$ cat config.mk
export PLATFORM = sky130hd
export DESIGN_NAME = pool2_unit
export DESIGN_NICKNAME = d
export VERILOG_FILES = /design/src/rtl/pool2_pkg.sv /design/src/rtl/pool2_pair_op.sv /design/src/rtl/pool2_rowbuf.sv /design/src/rtl/pool2_unit.sv
export SDC_FILE = /design/constraint.sdc
export NUM_CORES = 1
export LEC_CHECK = 0
export BUFFER_PORTS_ARGS = -buffer_cell sky130_fd_sc_hd__buf_2
export CAP_MARGIN = 25
export CORE_AREA = 2 2 250 203
export CTS_CLUSTER_SIZE = 16
export DETAILED_ROUTE_END_ITERATION = 8
export DIE_AREA = 0 0 252 205
export GPL_ROUTABILITY_DRIVEN = 0
export PLACE_DENSITY = 0.76
export SETUP_SLACK_MARGIN = 0.02
export SLEW_MARGIN = 10
export SYNTH_ARGS = -nofsm -noshare
export SYNTH_HDL_FRONTEND = slang
export SYNTH_SLANG_ARGS = --single-unit
$ cat constraint.sdc
create_clock -name clk -period 4.96 [get_ports clk]
set_clock_uncertainty 0.15 [all_clocks]
set_input_delay 0.496 -clock clk [delete_from_list [all_inputs] [get_ports clk]]
set_output_delay 0.496 -clock clk [all_outputs]
set_load 0.01 [all_outputs]
$ cat src/rtl/pool2_pkg.sv
package pool2_pkg;
    // Reduction applied inside each 2x2 window.
    typedef enum logic {
        PM_MAX = 1'b0,
        PM_AVG = 1'b1
    } pool_mode_e;

    // Extra accumulator bits so a sum of four elements never overflows.
    localparam int GUARD_BITS = 2;
endpackage

$ cat src/rtl/pool2_pair_op.sv
module pool2_pair_op
    import pool2_pkg::*;
#(
    parameter int ACC_W = 18
) (
    input  pool_mode_e               mode,
    input  logic signed [ACC_W-1:0]  a,
    input  logic signed [ACC_W-1:0]  b,
    output logic signed [ACC_W-1:0]  y
);
    always_comb begin
        if (mode == PM_AVG) begin
            y = a + b;
        end else begin
            y = (a > b) ? a : b;
        end
    end
endmodule

$ cat src/rtl/pool2_rowbuf.sv
module pool2_rowbuf #(
    parameter int DEPTH = 32,
    parameter int AW    = 5,
    parameter int ACC_W = 18
) (
    input  logic                     clk,
    input  logic                     we,
    input  logic [AW-1:0]            waddr,
    input  logic signed [ACC_W-1:0]  wdata,
    input  logic [AW-1:0]            raddr,
    output logic signed [ACC_W-1:0]  rdata
);
    logic signed [ACC_W-1:0] mem_q [DEPTH];

    always_ff @(posedge clk) begin
        if (we) begin
            mem_q[waddr] <= wdata;
        end
    end

    assign rdata = mem_q[raddr];
endmodule

$ cat src/rtl/pool2_unit.sv
module pool2_unit
    import pool2_pkg::*;
#(
    parameter int MAX_W  = 64,
    parameter int MAX_H  = 64,
    parameter int DATA_W = 16,
    localparam int CW    = $clog2(MAX_W + 1),
    localparam int RW    = $clog2(MAX_H + 1)
) (
    input  logic              clk,
    input  logic              rst_n,
    input  logic [CW-1:0]     cfg_cols,
    input  logic [RW-1:0]     cfg_rows,
    input  logic              cfg_half,
    input  logic              cfg_avg,
    input  logic              in_valid,
    input  logic [DATA_W-1:0] in_data,
    output logic              out_valid,
    output logic [DATA_W-1:0] out_data,
    output logic              out_last
);
    localparam int HALF_W = DATA_W / 2;
    localparam int ACC_W  = DATA_W + GUARD_BITS;
    localparam int BUF_D  = MAX_W / 2;
    localparam int BW     = (BUF_D > 1) ? $clog2(BUF_D) : 1;

    typedef struct packed {
        logic [CW-1:0]            col;
        logic [RW-1:0]            row;
        logic signed [ACC_W-1:0]  hold;
        logic                     out_valid;
        logic [DATA_W-1:0]        out_data;
        logic                     out_last;
    } state_t;

    state_t state_d, state_q;

    pool_mode_e              mode_w;
    logic signed [ACC_W-1:0] elem;
    logic signed [ACC_W-1:0] horiz;
    logic signed [ACC_W-1:0] rb_rdata;
    logic signed [ACC_W-1:0] vert;
    logic signed [ACC_W-1:0] res;
    logic [CW-1:0]           usable_cols;
    logic [RW-1:0]           usable_rows;
    logic                    col_in;
    logic                    row_in;
    logic                    rb_we;

    assign mode_w      = cfg_avg ? PM_AVG : PM_MAX;
    assign usable_cols = {cfg_cols[CW-1:1], 1'b0};
    assign usable_rows = {cfg_rows[RW-1:1], 1'b0};
    assign col_in      = state_q.col < usable_cols;
    assign row_in      = state_q.row < usable_rows;

    // Element sign extension selected by element width.
    always_comb begin
        if (cfg_half) begin
            elem = {{(ACC_W-DATA_W){in_data[DATA_W-1]}}, in_data};
        end else begin
            elem = {{(ACC_W-HALF_W){in_data[HALF_W-1]}}, in_data[HALF_W-1:0]};
        end
    end

    pool2_pair_op #(.ACC_W(ACC_W)) u_horiz (
        .mode (mode_w),
        .a    (state_q.hold),
        .b    (elem),
        .y    (horiz)
    );

    pool2_rowbuf #(.DEPTH(BUF_D), .AW(BW), .ACC_W(ACC_W)) u_rowbuf (
        .clk   (clk),
        .we    (rb_we),
        .waddr (state_q.col[BW:1]),
        .wdata (horiz),
        .raddr (state_q.col[BW:1]),
        .rdata (rb_rdata)
    );

    pool2_pair_op #(.ACC_W(ACC_W)) u_vert (
        .mode (mode_w),
        .a    (rb_rdata),
        .b    (horiz),
        .y    (vert)
    );

    assign res = (mode_w == PM_AVG) ? (vert >>> 2) : vert;

    always_comb begin
        state_d = state_q;
        rb_we   = 1'b0;
        state_d.out_valid = 1'b0;
        state_d.out_last  = 1'b0;
        if (in_valid) begin
            if (col_in && !state_q.col[0]) begin
                state_d.hold = elem;
            end
            rb_we = col_in && row_in && state_q.col[0] && !state_q.row[0];
            state_d.out_valid = col_in && row_in && state_q.col[0] && state_q.row[0];
            if (state_d.out_valid) begin
                state_d.out_data = res[DATA_W-1:0];
            end
            state_d.out_last = state_d.out_valid
                             && (state_q.col == usable_cols - CW'(1))
                             && (state_q.row == usable_rows - RW'(1));
            if (state_q.col == cfg_cols - CW'(1)) begin
                state_d.col = '0;
                if (state_q.row == cfg_rows - RW'(1)) begin
                    state_d.row = '0;
                end else begin
                    state_d.row = state_q.row + RW'(1);
                end
            end else begin
                state_d.col = state_q.col + CW'(1);
            end
        end
    end

    always_ff @(posedge clk or negedge rst_n) begin
        if (!rst_n) begin
            state_q <= '0;
        end else begin
            state_q <= state_d;
        end
    end

    assign out_valid = state_q.out_valid;
    assign out_data  = state_q.out_data;
    assign out_last  = state_q.out_last;
endmodule

==> flow_summary.json <==
{
  "outcome": "complete, no violations",
  "ys.flop_type": "edfxtp_1",
  "track_usage_pct": 26.6,
  "ys_seq_elements": 624,
  "cts_buffers": 56,
  "root_buffer": "clkbuf_16",
  "die-width_um": 252,
  "grt_start_max_net_pins": 49,
  "core_area_um2": 49100,
  "totalWireLength_mm": 67.6,
  "whs_ns": 0.0340,
  "portBuffers": 52,
  "drc_errors": 0,
  "dp.cells": 2488,
  "crit_path_max_incr_delay_ns": 0.48,
  "start_util_pct": 56.4,
  "n_antenna_cell": 0,
  "finalSetupViolCount": 0,
  "worstPathRequired_ns": 5.34,
  "min_period_ns": 4.93,
  "start_kind": "register",
  "final_hold_viol_count": 0,
  "synth_edf_count": 576,
  "io_pins": 53,
  "path_cells": "ha_4 > nand4_1 > nor4_4 > a211oi_2 > o211a_1 > buf_4 > mux2i_1 > mux2i_1 > nor2_1 > nor3b_1 > ha_1 > a21o_1 > a2111oi_2 > o211ai_1 > buf_4 > o31a_1 > o211a_1 > o31ai_1",
  "endpoint_kind": "register",
  "synth_area_per_cell_um2": 16.6,
  "r2r-start": "state_q[28]$_DFFE_PN0P_",
  "drtAntennaViolNets": 0,
  "worstHoldStart": "in_data[8]",
  "final_cells": 2618,
  "drive_gt1_share_pct": 33.6,
  "clock_latency_ns": 0.65,
  "synth.net_count": 1788,
  "slew_violations": 0,
  "fin_crit_sh_pct": 99.4,
  "hp-class": "in -> reg",
  "hpwl_mm": 42.5,
  "power.density_nw_per_um2": 723,
  "clk_path_buf_depth": 3,
  "wire_per_inst_um": 25.8,
  "setup.worst_path.start": "state_q[28]$_DFFE_PN0P_",
  "clkSinkCount": 624,
  "yosys_warnings": 0,
  "grt_pass1_vias": 16400,
  "fin_nets": 2063,
  "drv_cap": 0,
  "rsz0062_at_grt": "true",
  "dpl_worst_slack_ns": -0.552,
  "rows": 73,
  "cts_tree": "yes",
  "tightest_slew_ns": 1.06,
  "max_freq_ghz": 0.203,
  "synth_area_um2": 27700,
  "relSlewSlack_pct": 28.9,
  "drt_first_pass_iters": 5,
  "cp_data_arrival_time_ns": 5.31,
  "critPathSlowestCell": "a2111oi_2",
  "die-height_um": 205,
  "critPathKind": "reg -> reg",
  "dr_total_vias": 16600,
  "die-area_um2": 51700,
  "cts.reportedPaths.clkPinSlew_ns": 0.07,
  "ir_drop_mv": 0.541,
  "via_per_inst": 6.36,
  "antenna_found_initial": 0,
  "synth_seq_area_share_pct": 66.7,
  "cp_max_fo": 6,
  "async_reset_ff_share_pct": 7.69,
  "grt_pass1_wl_mm": 102,
  "finalSetupTns_ns": 0,
  "p_leak_uw": 0.0115,
  "setup_slack_ns": 0.0302,
  "ctsHtreeMaxLevel": 2,
  "synthCells": 1665,
  "yosysUniqueCellTypes": 77,
  "first_iter_violations": 1999,
  "area_growth_pct": 18.3,
  "grt_overflow_total": 0
}
kinds of logic (layout without fill, tap and decap cells):
family | Yosys count | count (layout) | share of synthesized area, %
adder cells (fa/ha/maj) | 88 | 88 | 4.00
flip-flops | 624 | 624 | 66.7
AND/OR/NAND/NOR | 300 | 300 | 5.35
multiplexers | 182 | 182 | 13.1
buffers and inverters | 161 | 476 | 2.60
AO/OA/AOI/OAI | 257 | 258 | 6.49
XOR/XNOR | 53 | 53 | 1.67
timing repair:
item	4_1_cts	5_1_grt
hold buffers	1	0
endpoints found under the setup margin	13	16
resized for setup	3	63
cloned	1	0
pin swaps	1	33
endpoints found under the hold margin	48	0
setup buffers	1	28
state kept, by name, summed over array words and instances, names as in the netlist:
name,flops
state_q,30
out_valid,1
u_rowbuf.mem_q,576
out_last,1
out_data,16
critical path: cells and delay by family (launching register included):
kind | cells | cell delay (ns)
DFF | 1 | 0.43
and+or+nand+nor | 4 | 0.94
buffers and inverters | 2 | 0.34
AOI/OAI and AO/OA | 8 | 1.96
adders and majority gates | 2 | 0.57
muxes | 2 | 0.43
placed cells by master (no fill, tap or decap), types with 9 or more instances in the layout:
cell type / synthesis / final
clkbuf_1: 39 / 9
nand4_1: 29 / 29
o31ai_1: 10 / 9
nor2_1: 104 / 82
ha_1: 87 / 73
nand3_1: 25 / 24
nor2_2: 1 / 21
mux4_2: 144 / 144
mux2i_1: 21 / 13
dfrtp_1: 48 / 42
nor3_1: 14 / 12
mux2_2: 16 / 14
nand2b_1: 12 / 12
buf_2: 25 / 52
clkinv_1: 0 / 10
inv_1: 59 / 59
edfxtp_1: 576 / 576
clkinv_2: 0 / 9
xnor2_1: 33 / 32
clkbuf_16: 0 / 56
nand2_1: 53 / 53
buf_4: 17 / 243
a21o_1: 14 / 14
a21oi_1: 64 / 53
xor2_1: 20 / 19
ha_4: 0 / 12
a22oi_1: 72 / 72
o21ai_0: 23 / 22
buf_12: 0 / 12
per-stage QoR:
stage | total power [uW] | utilization [%] | area (um^2)
2_1_floorplan | 14000 | - | 27900
3_3_place_gp | 17800 | 61.7 | 30300
3_5_place_dp | 18100 | 61.7 | 30300
4_1_cts | 22800 | 65.5 | 32200
5_1_grt | 24900 | 66.7 | 32800
6_report | 23700 | 66.7 | 32800
report_power, final:
part / switching, uW / internal, uW / leakage [uW]
logic: 6560 / 5380 / 0.00489
registers: 255 / 7180 / 0.00577
clock network: 1940 / 2400 / 0.000881
cell usage after synthesis (17+ instances only):
cell type / instances / area share, %
a21oi_1: 64 / 1.2
ha_1: 87 / 3.9
clkbuf_1: 39 / 0.53
buf_2: 25 / 0.45
xnor2_1: 33 / 1.0
xor2_1: 20 / 0.63
mux4_2: 144 / 12
nor2_1: 104 / 1.4
nand2_1: 53 / 0.72
inv_1: 59 / 0.80
buf_4: 17 / 0.46
nand3_1: 25 / 0.45
edfxtp_1: 576 / 62
mux2i_1: 21 / 0.76
a22oi_1: 72 / 1.9
o21ai_0: 23 / 0.42
nand4_1: 29 / 0.65
dfrtp_1: 48 / 4.3
per-layer routing:
metal | up-vias | track usage [%] | part of all wire [%] | wire length, um
li1 | 7151 | - | - | -
met1 | 8560 | 39.2 | 42 | 28200
met2 | 843 | 41.9 | 48 | 32200
met3 | 85 | 4.31 | 8.6 | 5810
met4 | 0 | 6.70 | 2.0 | 1340
met5 | - | 0 | 0 | 0
final timing paths:
path                                       endpoint  slack (ns)  cells after the start
min in group asynchronous   out_data[6]$_DFFE_PN0P_        0.38                      3
max reg2reg                out_data[15]$_DFFE_PN0P_        0.03                     18
max in group asynchronous   state_q[44]$_DFFE_PN0P_        3.76                      3
min reg2reg                out_data[15]$_DFFE_PN0P_        0.33                      2
max                        out_data[15]$_DFFE_PN0P_        0.03                     18
min                         state_q[26]$_DFFE_PN0P_        0.03                      3
final cells by class:
class	count	area, um^2
flip-flops and latches	624	18500
fillers	3228	16400
multi-input cells	881	9050
repair buffers	310	2360
clock buffers	65	1440
well taps	637	797
clock inverters	34	388
inverters	67	254
Note: power is estimated with default switching activity, not from simulation.
